`config.mk`:
```
export PLATFORM = sky130hd
export DESIGN_NAME = can_rxq
export DESIGN_NICKNAME = d
export VERILOG_FILES = /design/src/rtl/can_rxq_pkg.sv /design/src/rtl/can_rxq_store.sv /design/src/rtl/can_rxq_flags.sv /design/src/rtl/can_rxq_regs.sv /design/src/rtl/can_rxq.sv
export SDC_FILE = /design/constraint.sdc
export NUM_CORES = 1
export LEC_CHECK = 0
export CAP_MARGIN = 20
export CORE_MARGIN = 1.5
export CORE_UTILIZATION = 57
export CTS_CLUSTER_DIAMETER = 60
export DETAILED_ROUTE_END_ITERATION = 16
export DONT_BUFFER_PORTS = 1
export PLACE_DENSITY = 0.78
export SLEW_MARGIN = 25
export SYNTH_ARGS = -nofsm -noshare
export SYNTH_HDL_FRONTEND = slang
export SYNTH_HIERARCHICAL = 1
export SYNTH_SLANG_ARGS = --single-unit
export TNS_END_PERCENT = 50
```
`constraint.sdc`:
```
create_clock -name clk -period 14.67 [get_ports clk]
set_input_delay 1.467 -clock clk [delete_from_list [all_inputs] [get_ports clk]]
set_output_delay 1.467 -clock clk [all_outputs]
set_load 0.01 [all_outputs]
```
`src/rtl/can_rxq_pkg.sv`:
```
package can_rxq_pkg;

  localparam int WORD_W = 32;
  localparam int HIT_W  = 9;
  localparam int ADDR_W = 8;
  localparam int NFLAG  = 3;

  // flag bit positions, shared by the flag and enable registers
  localparam int FLG_AVAIL = 0;
  localparam int FLG_WARN  = 1;
  localparam int FLG_OVF   = 2;

  // byte offsets of the bus map
  localparam logic [ADDR_W-1:0] OFS_FLAGS  = 8'h30;
  localparam logic [ADDR_W-1:0] OFS_IEN    = 8'h34;
  localparam logic [ADDR_W-1:0] OFS_ATTR   = 8'h38;
  localparam logic [ADDR_W-1:0] OFS_W_CTRL = 8'h80;
  localparam logic [ADDR_W-1:0] OFS_W_ID   = 8'h84;
  localparam logic [ADDR_W-1:0] OFS_W_D0   = 8'h88;
  localparam logic [ADDR_W-1:0] OFS_W_D1   = 8'h8C; // read pops

  typedef struct packed {
    logic [WORD_W-1:0] ctrl;
    logic [WORD_W-1:0] id;
    logic [WORD_W-1:0] d0;
    logic [WORD_W-1:0] d1;
    logic [HIT_W-1:0]  hit;
  } rx_frame_t;

endpackage

```
`src/rtl/can_rxq_store.sv`:
```
module can_rxq_store
  import can_rxq_pkg::*;
#(
  parameter int DEPTH = 6,
  localparam int CNT_W = $clog2(DEPTH + 1)
) (
  input  logic             clk,
  input  logic             rst_n,
  input  logic             push_i,
  input  rx_frame_t        frame_i,
  input  logic             pop_i,
  output rx_frame_t        head_o,
  output logic             head_vld_o,
  output logic [CNT_W-1:0] cnt_q_o,
  output logic [CNT_W-1:0] cnt_d_o,
  output logic             pop_eff_o,
  output logic             drop_o
);

  localparam int PTR_W = (DEPTH > 1) ? $clog2(DEPTH) : 1;
  localparam logic [PTR_W-1:0] PTR_LAST = PTR_W'(DEPTH - 1);
  localparam logic [CNT_W-1:0] CNT_FULL = CNT_W'(DEPTH);

  rx_frame_t        mem [DEPTH];
  logic [PTR_W-1:0] wr_ptr_q, wr_ptr_d;
  logic [PTR_W-1:0] rd_ptr_q, rd_ptr_d;
  logic [CNT_W-1:0] cnt_q, cnt_d;
  logic             empty, full, push_eff, pop_eff;

  function automatic logic [PTR_W-1:0] ptr_inc(input logic [PTR_W-1:0] p);
    return (p == PTR_LAST) ? '0 : p + 1'b1;
  endfunction

  assign empty    = (cnt_q == '0);
  assign full     = (cnt_q == CNT_FULL);
  assign pop_eff  = pop_i && !empty;
  assign push_eff = push_i && (!full || pop_eff);

  // next state
  always_comb begin
    wr_ptr_d = wr_ptr_q;
    rd_ptr_d = rd_ptr_q;
    cnt_d    = cnt_q;
    if (push_eff) wr_ptr_d = ptr_inc(wr_ptr_q);
    if (pop_eff)  rd_ptr_d = ptr_inc(rd_ptr_q);
    case ({push_eff, pop_eff})
      2'b10:   cnt_d = cnt_q + 1'b1;
      2'b01:   cnt_d = cnt_q - 1'b1;
      default: cnt_d = cnt_q;
    endcase
  end

  // control registers
  always_ff @(posedge clk or negedge rst_n) begin
    if (!rst_n) begin
      wr_ptr_q <= '0;
      rd_ptr_q <= '0;
      cnt_q    <= '0;
    end else begin
      wr_ptr_q <= wr_ptr_d;
      rd_ptr_q <= rd_ptr_d;
      cnt_q    <= cnt_d;
    end
  end

  // payload slots: no reset, written only under their own enable
  for (genvar e = 0; e < DEPTH; e++) begin : g_slot
    logic slot_we;
    assign slot_we = push_eff && (wr_ptr_q == PTR_W'(e));
    always_ff @(posedge clk) begin
      if (slot_we) mem[e] <= frame_i;
    end
  end

  assign head_vld_o = !empty;
  assign head_o     = empty ? '0 : mem[rd_ptr_q];
  assign cnt_q_o    = cnt_q;
  assign cnt_d_o    = cnt_d;
  assign pop_eff_o  = pop_eff;
  assign drop_o     = push_i && !push_eff;

  p_count_max_r1: assert property (@(posedge clk) disable iff (!rst_n)
    cnt_q <= CNT_FULL);

  p_full_hold_r1: assert property (@(posedge clk) disable iff (!rst_n)
    (full && !pop_i) |=> (cnt_q == CNT_FULL));

  p_same_cycle_level_r11: assert property (@(posedge clk) disable iff (!rst_n)
    (push_i && pop_i && !empty) |=> (cnt_q == $past(cnt_q)));

  p_one_step_r1: assert property (@(posedge clk) disable iff (!rst_n)
    (!push_i && !pop_i) |=> $stable(cnt_q));

endmodule

```
`src/rtl/can_rxq_flags.sv`:
```
module can_rxq_flags
  import can_rxq_pkg::*;
#(
  parameter int DEPTH    = 6,
  parameter int WARN_LVL = 5,
  localparam int CNT_W   = $clog2(DEPTH + 1)
) (
  input  logic             clk,
  input  logic             rst_n,
  input  logic             dma_mode_i,
  input  logic [CNT_W-1:0] cnt_q_i,
  input  logic [CNT_W-1:0] cnt_d_i,
  input  logic             pop_eff_i,
  input  logic             drop_i,
  input  logic [1:0]       clr_i,     // [0] warning, [1] overflow
  input  logic [NFLAG-1:0] ien_i,
  output logic [NFLAG-1:0] flags_o,
  output logic             dma_req_o,
  output logic             irq_o
);

  localparam logic [CNT_W-1:0] CNT_WARN = CNT_W'(WARN_LVL);

  logic avail_q, avail_d;
  logic warn_q,  warn_d;
  logic ovf_q,   ovf_d;
  logic warn_set, ovf_set;

  assign warn_set = !dma_mode_i && (cnt_d_i >= CNT_WARN) && (cnt_q_i < CNT_WARN);
  assign ovf_set  = !dma_mode_i && drop_i;

  // next state; a set in the same cycle wins over a clear
  always_comb begin
    avail_d = (cnt_d_i != '0) && !pop_eff_i;
    warn_d  = warn_q;
    ovf_d   = ovf_q;
    if (clr_i[0]) warn_d = 1'b0;
    if (clr_i[1]) ovf_d  = 1'b0;
    if (warn_set) warn_d = 1'b1;
    if (ovf_set)  ovf_d  = 1'b1;
  end

  always_ff @(posedge clk or negedge rst_n) begin
    if (!rst_n) begin
      avail_q <= 1'b0;
      warn_q  <= 1'b0;
      ovf_q   <= 1'b0;
    end else begin
      avail_q <= avail_d;
      warn_q  <= warn_d;
      ovf_q   <= ovf_d;
    end
  end

  always_comb begin
    flags_o            = '0;
    flags_o[FLG_AVAIL] = avail_q;
    flags_o[FLG_WARN]  = warn_q;
    flags_o[FLG_OVF]   = ovf_q;
  end

  assign dma_req_o = dma_mode_i && avail_q;
  assign irq_o     = !dma_mode_i && |(flags_o & ien_i);

  p_empty_no_avail_r3: assert property (@(posedge clk) disable iff (!rst_n)
    (cnt_q_i == '0) |-> !avail_q);

  p_req_needs_avail_r4: assert property (@(posedge clk) disable iff (!rst_n)
    dma_req_o |-> (avail_q && dma_mode_i));

  p_pop_gap_r5: assert property (@(posedge clk) disable iff (!rst_n)
    pop_eff_i |=> !avail_q);

  p_warn_sticky_r6: assert property (@(posedge clk) disable iff (!rst_n)
    (warn_q && !clr_i[0]) |=> warn_q);

  p_ovf_sticky_r7: assert property (@(posedge clk) disable iff (!rst_n)
    (ovf_q && !clr_i[1]) |=> ovf_q);

  p_dma_quiet_r8: assert property (@(posedge clk) disable iff (!rst_n)
    ($rose(warn_q) || $rose(ovf_q)) |-> !$past(dma_mode_i));

  p_irq_off_in_dma_r10: assert property (@(posedge clk) disable iff (!rst_n)
    dma_mode_i |-> !irq_o);

endmodule

```
`src/rtl/can_rxq_regs.sv`:
```
module can_rxq_regs
  import can_rxq_pkg::*;
(
  input  logic              clk,
  input  logic              rst_n,
  input  logic              dma_mode_i,
  input  logic              bus_rd_i,
  input  logic              bus_wr_i,
  input  logic [ADDR_W-1:0] bus_addr_i,
  input  logic [WORD_W-1:0] bus_wdata_i,
  input  rx_frame_t         head_i,
  input  logic              head_vld_i,
  input  logic [NFLAG-1:0]  flags_i,
  output logic [WORD_W-1:0] bus_rdata_o,
  output logic              pop_o,
  output logic [1:0]        clr_o,
  output logic [NFLAG-1:0]  ien_o
);

  logic [NFLAG-1:0] ien_q, ien_d;
  logic             wr_flags, wr_ien, rd_pop, wr_pop;

  assign wr_flags = bus_wr_i && (bus_addr_i == OFS_FLAGS);
  assign wr_ien   = bus_wr_i && (bus_addr_i == OFS_IEN);
  assign rd_pop   = bus_rd_i && (bus_addr_i == OFS_W_D1);
  assign wr_pop   = wr_flags && bus_wdata_i[FLG_AVAIL] && !dma_mode_i;

  assign pop_o = rd_pop || wr_pop;
  assign clr_o = wr_flags ? {bus_wdata_i[FLG_OVF], bus_wdata_i[FLG_WARN]} : 2'b00;

  always_comb begin
    ien_d = ien_q;
    if (wr_ien) ien_d = bus_wdata_i[NFLAG-1:0];
  end

  always_ff @(posedge clk or negedge rst_n) begin
    if (!rst_n) ien_q <= '0;
    else        ien_q <= ien_d;
  end

  assign ien_o = ien_q;

  always_comb begin
    bus_rdata_o = '0;
    if (bus_rd_i) begin
      case (bus_addr_i)
        OFS_FLAGS:  bus_rdata_o = WORD_W'(flags_i);
        OFS_IEN:    bus_rdata_o = WORD_W'(ien_q);
        OFS_ATTR:   bus_rdata_o = WORD_W'(head_i.hit);
        OFS_W_CTRL: bus_rdata_o = head_i.ctrl;
        OFS_W_ID:   bus_rdata_o = head_i.id;
        OFS_W_D0:   bus_rdata_o = head_i.d0;
        OFS_W_D1:   bus_rdata_o = head_i.d1;
        default:    bus_rdata_o = '0;
      endcase
    end
  end

  p_window_blank_r2: assert property (@(posedge clk) disable iff (!rst_n)
    (!head_vld_i && bus_rd_i && (bus_addr_i[7] || bus_addr_i == OFS_ATTR))
      |-> (bus_rdata_o == '0));

  p_no_write_pop_in_dma_r9: assert property (@(posedge clk) disable iff (!rst_n)
    (dma_mode_i && !bus_rd_i) |-> !pop_o);

endmodule

```
`src/rtl/can_rxq.sv`:
```
module can_rxq
  import can_rxq_pkg::*;
#(
  parameter int DEPTH    = 6,
  parameter int WARN_LVL = 5
) (
  input  logic                clk,
  input  logic                rst_n,
  input  logic                dma_mode,
  input  logic                rx_valid,
  input  logic [WORD_W-1:0]   rx_id,
  input  logic [WORD_W-1:0]   rx_ctrl,
  input  logic [WORD_W-1:0]   rx_data0,
  input  logic [WORD_W-1:0]   rx_data1,
  input  logic [HIT_W-1:0]    rx_hit,
  input  logic                bus_rd,
  input  logic                bus_wr,
  input  logic [ADDR_W-1:0]   bus_addr,
  input  logic [WORD_W-1:0]   bus_wdata,
  output logic [WORD_W-1:0]   bus_rdata,
  output logic                dma_req,
  output logic                irq
);

  localparam int CNT_W = $clog2(DEPTH + 1);

  rx_frame_t        in_frame, head;
  logic             head_vld, pop_req, pop_eff, drop;
  logic [CNT_W-1:0] cnt_q, cnt_d;
  logic [1:0]       clr;
  logic [NFLAG-1:0] ien, flags;

  assign in_frame.ctrl = rx_ctrl;
  assign in_frame.id   = rx_id;
  assign in_frame.d0   = rx_data0;
  assign in_frame.d1   = rx_data1;
  assign in_frame.hit  = rx_hit;

  can_rxq_store #(.DEPTH(DEPTH)) i_store (
    .clk        (clk),
    .rst_n      (rst_n),
    .push_i     (rx_valid),
    .frame_i    (in_frame),
    .pop_i      (pop_req),
    .head_o     (head),
    .head_vld_o (head_vld),
    .cnt_q_o    (cnt_q),
    .cnt_d_o    (cnt_d),
    .pop_eff_o  (pop_eff),
    .drop_o     (drop)
  );

  can_rxq_flags #(.DEPTH(DEPTH), .WARN_LVL(WARN_LVL)) i_flags (
    .clk        (clk),
    .rst_n      (rst_n),
    .dma_mode_i (dma_mode),
    .cnt_q_i    (cnt_q),
    .cnt_d_i    (cnt_d),
    .pop_eff_i  (pop_eff),
    .drop_i     (drop),
    .clr_i      (clr),
    .ien_i      (ien),
    .flags_o    (flags),
    .dma_req_o  (dma_req),
    .irq_o      (irq)
  );

  can_rxq_regs i_regs (
    .clk         (clk),
    .rst_n       (rst_n),
    .dma_mode_i  (dma_mode),
    .bus_rd_i    (bus_rd),
    .bus_wr_i    (bus_wr),
    .bus_addr_i  (bus_addr),
    .bus_wdata_i (bus_wdata),
    .head_i      (head),
    .head_vld_i  (head_vld),
    .flags_i     (flags),
    .bus_rdata_o (bus_rdata),
    .pop_o       (pop_req),
    .clr_o       (clr),
    .ien_o       (ien)
  );

  p_reset_quiet_r12: assert property (@(posedge clk)
    !rst_n |-> (!dma_req && !irq));

  p_dma_follows_flag_r4: assert property (@(posedge clk) disable iff (!rst_n)
    (dma_mode && flags[FLG_AVAIL]) |-> dma_req);

endmodule

```
## Word level (Yosys, flattened, before mapping)

Memory sizes are Yosys's and may differ from the RTL's.
Cells that the tools add are included.

| operators by class | value |
|---|---|
| equal/unequal tests | 16 |
| multipliers | 0 |
| div/mod/pow operators | 0 |
| bitwise logic cells | 1 |
| reduce and logical (&&, ||, !) cells | 38 |
| mux-type cells | 38 |
| add/subtract/negate cells | 4 |
| magnitude comparators | 2 |
| shifts and indexed selects | 0 |

Operators with widths:

| cell | count |
|---|---|
| 137-bit 2-to-1 mux | 6 |
| 137-bit OR reduction | 5 |
| 32-bit one-hot mux with 7 select lines | 1 |
| 8-bit equality test, second input constant | 4 |
| 32-bit 2-to-1 mux | 1 |
| 8-bit by 6-bit equality test with 1-bit output, second input constant | 3 |
| 1-bit 2-to-1 mux | 21 |
| 3-bit 2-to-1 mux | 7 |
| 1-bit logical AND | 20 |
| 3-bit equality test, second input constant | 4 |
| 3-bit by 1-bit adder with 3-bit output, second input constant | 3 |
| 3-bit by 2-bit equality test with 1-bit output, second input constant | 2 |
| 3-bit zero test | 2 |
| 3-bit one-hot mux with 2 select lines | 1 |
| 1-bit zero test | 5 |
| 2-bit nonzero test | 2 |
| 3-bit bitwise AND | 1 |
| 3-bit by 1-bit equality test with 1-bit output, second input constant | 1 |
| 3-bit greater-or-equal comparator, second input constant | 1 |
| 3-bit < comparator, second input constant | 1 |
| 3-bit nonzero test | 1 |
| 3-bit OR reduction | 1 |
| 3-bit by 1-bit subtractor with 3-bit output, second input constant | 1 |
| 2-bit by 1-bit equality test with 1-bit output, second input constant | 1 |
| other kinds (3) | 4 |

| storage, ports and cells | value |
|---|---|
| memories | 1 |
| bits of input ports | 183 |
| bits in registers | 15 |
| word-level logic and storage cells | 107 |
| bits in latches | 0 |
| bits in writable memories | 822 |
| ROM bits | 0 |
| output and inout bits | 34 |

Memory list:

| memory | depth | width | read ports | clocked after Yosys merged registers in | wr ports | line | source |
|---|---|---|---|---|---|---|---|
| i_store.mem | 6 | 137 | 1 | 0 | 1 | can_rxq_store.sv:24 | `rx_frame_t mem [DEPTH];` |

## Logic depth before layout (Yosys ltp)

| logic depth | value |
|---|---|
| depth in word-level cells | 17 |
| depth in mapped cells | 17 |
| depth with buffers taken out | 14 |

## Modules after synthesis

The synthesis kept the hierarchy.

By module, submodules not included:

| module | times used | area each (um2) | sequential area each (um2) | cells each |
|---|---|---|---|---|
| can_rxq_store | 1 | 31985.7 | 24908.9 | 1836 |
| can_rxq_regs | 1 | 1575.3 | 75.1 | 204 |
| can_rxq_flags | 1 | 175.2 | 75.1 | 18 |

## Worst setup path before layout

OpenSTA, ideal clock, no wires.

| path | value |
|---|---|
| path kind | input to register |
| start point | input bus_addr[1] |
| end point | memory i_store/mem[4][0] (netlist name) (enable) |
| library setup time | 0.970 ns |
| data arrival time | 16.059 ns |
| slack | -2.359 ns |
| buffers on the path | 3 |
| data required time | 13.700 ns |
| cell stages on the path | 10 |
| cell sequence | nor3b_2 -> and3_1 -> clkbuf_1 -> buf_2 -> nand2_1 -> o21ai_1 -> and4bb_1 -> nand2b_1 -> buf_2 -> nor4_1 |

| between the ends | value |
|---|---|
| elaborated cells on any way between the ends | 43 |
| classes of those cells | 2 x eq/ne; 22 x mux; 19 x reduce/logical |

RTL lines:

| element | line | source |
|---|---|---|
| from (decl) | can_rxq.sv:18 | `input logic [ADDR_W-1:0] bus_addr,` |
| 8-bit by 6-bit equality test with 1-bit output | can_rxq_regs.sv:23 | `assign wr_flags = bus_wr_i && (bus_addr_i == OFS_FLAGS);` |
| 1-bit logical AND | can_rxq_regs.sv:23 |  |
| 1-bit logical AND (2 in a row) | can_rxq_regs.sv:26 | `assign wr_pop = wr_flags && bus_wdata_i[FLG_AVAIL] && !dma_mode_i;` |
| 1-bit logical OR (*) | can_rxq_regs.sv:28 | `assign pop_o = rd_pop \|\| wr_pop;` |
| via pop_req | can_rxq.sv:28 | `logic head_vld, pop_req, pop_eff, drop;` |
| 1-bit logical AND (*) | can_rxq_store.sv:36 | `assign pop_eff = pop_i && !empty;` |
| 1-bit logical OR (*) | can_rxq_store.sv:37 | `assign push_eff = push_i && (!full \|\| pop_eff);` |
| 1-bit logical AND (*) | can_rxq_store.sv:37 |  |
| 1-bit logical AND (*) | can_rxq_store.sv:69 | `assign slot_we = push_eff && (wr_ptr_q == PTR_W'(e));` |
| via i_store.g_slot[4].slot_we | can_rxq_store.sv:68 | `logic slot_we;` |
| 1-bit 2-to-1 mux (*) | can_rxq_store.sv:71 | `if (slot_we) mem[e] <= frame_i;` |
| 1-bit 2-to-1 mux (implied by the code) (*) | can_rxq_store.sv:71 |  |
| 137-bit OR reduction (no line) | - |  |
| 3-bit 2-to-1 mux (no line) or 1-bit 2-to-1 mux (tied branches) (2 in a row) | - |  |
| to (decl) | can_rxq_store.sv:24 |  |

The timed path passes the listed nets; every way through them passes the cells marked *.

==> key figures <==
Place
  • Placement-stage cell area: 34,200 sq um
  • HPWL Detailed: 42.0 mm
  • Setup WS pre-CTS: 7.98 ns
  • IO buf count: 0
  • Placer Congestion: 0.796
  • Placed insts: 2,685

Drt
  • Average wire per standard cell: 27.9 um
  • Via count: 18,845
  • DR pass1 iterations: 5
  • DRC: 0
  • Routed Antenna Nets: 0
  • Routed WL: 79.3 mm
  • DRT iter0 DRCs: 1,837
  • Vias/cell: 6.64

Critical path
  • Setup CP Type: flip-flop to output pin
  • Reg-to-Reg Start: i_store/cnt_q_o[0]$_DFF_PN0_
  • Slowest CP cell: dfrtp_4
  • Crit Path Max Fanout: 117
  • FF-to-FF End: i_flags/warn_q$_DFFE_PN0P_
  • CP Capture Type: output pin
  • CP required: 13.20 ns
  • Crit-path most repeated cell: buf_6
  • Reg2reg setup slack: 10.63 ns
  • CP max stage delay: 0.84 ns
  • Crit path arrival time: 5.46 ns
  • Startpoint types: flip-flop
  • Reg2Reg Depth: 12
  • CP Cell Sequence: buf_4, buf_6, buf_6, a211oi_1, nor4_1, nor4bb_1, o21ai_1, a21o_1, a21oi_2

Layout
  • Final core occ: 63.6%
  • Layout Nets: 2,192
  • Fin cells: 2,839
  • FILL cells: 3,960
  • Ant. Diodes: 0
  • Layout area overhead: 9.52%
  • Design Area, Final: 36,900 sq um
  • Share of cells above drive strength 1: 13.2%

STA
  • Min Tclk post-route: 6.92 ns
  • Final period utilization: 47.2%
  • Sum Neg Setup Slack: 0 ns
  • Clock Skews: 0.0256 ns
  • Hold Violations, Final: 0
  • Max_slew headroom: 30.3%
  • Final Worst Setup Slack: 7.75 ns
  • Final setup fails: 0
  • F_max: 144 MHz
  • Least-Margin Pin Slew: 1.04 ns
  • WHS: 0.529 ns
  • RSZ-0062 raised after global routing: false
  • Fin. max-slew vios: 0

Die
  • Die area: 60,700 sq um
  • Core Area: 58,100 sq um
  • Die width: 246 um
  • Initial core utilization: 58.0%
  • Number of top-level pins: 217
  • Site Rows: 88
  • Die H: 246 um

Clock network
  • Setup repair bufs after CTS: 0
  • Clock buffer depth: 3
  • CTS clk-pin slew, worst paths: 0.06 ns
  • Cts bufs inserted: 84
  • CTS tree: built
  • Root Driver: clkbuf_16
  • Post-CTS sizing: 0
  • Clock Sink Count: 837
  • Clk_lat worst skew: 0.63 ns
  • Hold Buf Count CTS: 0
  • CTS H-tree depth: 3

Yosys
  • Top-count cell post-synth: edfxtp_1
  • Ys async rst share: 1.79%
  • Syn Area/Cell: 16.4 sq um
  • Yosys top cell by area: edfxtp_1
  • Syn Std Cell Area: 33,700 sq um
  • YS warnings: 6
  • Syn Nets: 2,244
  • Synth top area share: 73.2%
  • Sequential area share after synthesis: 74.3%
  • Post-synth top flop: edfxtp_1
  • Ranking of synthesized cells by area: edfxtp_1, a211oi_1, nor2b_1, nor4_2, o22ai_1
  • Number of synthesized flops with an enable pin: 822
  • Register bit total from synthesis: 837
  • Distinct cells, synth: 56
  • Top cells by count, synth: edfxtp_1, nor2b_1, a211oi_1
  • Mapped Cells: 2,058

Status
  • Status: finished clean

Global routing
  • GR Layer Usage met1: 33.3%
  • Initial antenna violation count: 1
  • Total GRT Usage: 26.2%
  • Met3 Use GR: 7.44%
  • First-pass GRT wire length: 117 mm
  • Busiest layer in global routing: met2
  • Largest net degree at the start of global routing: 139
  • GR Overflow Total: 0
  • GR Util met2: 43.3%
  • Number of global-route vias before repair: 18,723

Min path
  • Hold Path Sink: i_regs/ien_o[1]$_DFFE_PN0P_
  • Hold path depth: 2
  • Hold Path Class: flip-flop to flip-flop
  • Hold Path Origin: i_regs/ien_o[1]$_DFFE_PN0P_

Power and ir drop
  • Leak Pwr: 11.2 nW
  • Pwr Total: 6.06 mW
  • PwrDens: 164 nW/um^2
  • Worst vdd ir: 0.327 mV

Run
  • MaxCap Viol Count: 0
-- critical path, delay by kind of cell (launching register included) --
family                 cells  cell delay [ns]
AO/OA/AOI/OAI              4             0.69
buffers and inverters      3             2.13
AND/OR/NAND/NOR            2             0.98
flip-flops                 1             0.84
-- where the power goes --
part	total [mW]	internal [mW]	switching [mW]
logic	0.860	0.265	0.594
clock network	2.09	1.22	0.872
registers	3.11	3.03	0.0835
total	6.06	4.51	1.55
-- placed cells by master, fill, tap and decap left out, drive strengths merged, types with 2 or more instances in the layout --
cell / Yosys / routed
o2bb2ai: 23 / 23
o22ai: 138 / 138
nor2b: 277 / 277
clkinvlp: 0 / 2
mux2: 7 / 7
and4bb: 5 / 5
ha: 2 / 2
nor3: 7 / 7
nor4bb: 3 / 3
a22oi: 25 / 25
nand4: 2 / 2
nor4: 141 / 141
or4b: 2 / 2
nand2b: 5 / 5
dfrtp: 15 / 15
and4b: 6 / 6
a32o: 3 / 3
mux2i: 25 / 25
a21o: 3 / 3
clkbuf: 58 / 104
nor4b: 3 / 3
edfxtp: 822 / 822
xor2: 2 / 2
bufinv: 0 / 8
a211oi: 274 / 274
inv: 12 / 16
a22o: 4 / 4
clkinv: 0 / 36
a21oi: 6 / 6
and2: 4 / 4
and3: 2 / 2
buf: 108 / 28
nor2: 30 / 30
o21ai: 11 / 11
xnor2: 3 / 3
nand2: 11 / 11
a222oi: 8 / 8
-- worst max path at each step --
| stage | startpoint | to | cells after the start |
|---|---|---|---|
| floorplan | bus_addr[1] | i_store/mem[4][0]$_DFFE_PP_ | 10 |
| global placement | i_store/rd_ptr_q[1]$_DFFE_PN0P_ | bus_rdata[1] | 9 |
| detailed placement | i_store/rd_ptr_q[1]$_DFFE_PN0P_ | bus_rdata[1] | 9 |
| CTS | i_store/rd_ptr_q[1]$_DFFE_PN0P_ | bus_rdata[1] | 9 |
| global route | i_store/rd_ptr_q[1]$_DFFE_PN0P_ | bus_rdata[21] | 8 |
| finish | i_store/rd_ptr_q[1]$_DFFE_PN0P_ | bus_rdata[1] | 9 |
-- sequential cells by signal (all words and copies together), names as in the netlist --
signal / cells
i_store/mem: 822
i_regs/ien_o: 3
i_store/cnt_q_o: 3
i_store/rd_ptr_q: 3
i_store/wr_ptr_q: 3
i_flags/avail_q: 1
i_flags/ovf_q: 1
i_flags/warn_q: 1
-- layer usage --
| layer | part of all wire (%) | vias up |
|---|---|---|
| met1 | 38 | 9616 |
| li1 | - | 8253 |
| met3 | 9.6 | 144 |
| met5 | 0.018 | - |
| met2 | 50 | 830 |
| met4 | 3.1 | 2 |
-- kinds of logic after synthesis --
family                     count (synthesis)  share of synthesized area, %
AOI/OAI and AO/OA                        500                          10.7
DFF                                      837                          74.3
adders and majority gates                  3                         0.134
muxes                                     32                         0.975
xor gates and xnor gates                   5                         0.130
and+or+nand+nor                          503                          11.2
buffers and inverters                    178                          2.56
-- final cells by class --
type                    instances  area (sq um)  share of cell area (%)
repair buffers                 28           297                   0.803
clock buffers                 104          2220                    6.01
flip-flops and latches        837         25100                    67.8
multi-input cells            1043          7890                    21.4
clock inverters                50           472                    1.28
well taps                     765           957                    2.59
inverters                      12          45.0                   0.122
Note: power is estimated with default switching activity, not from simulation.
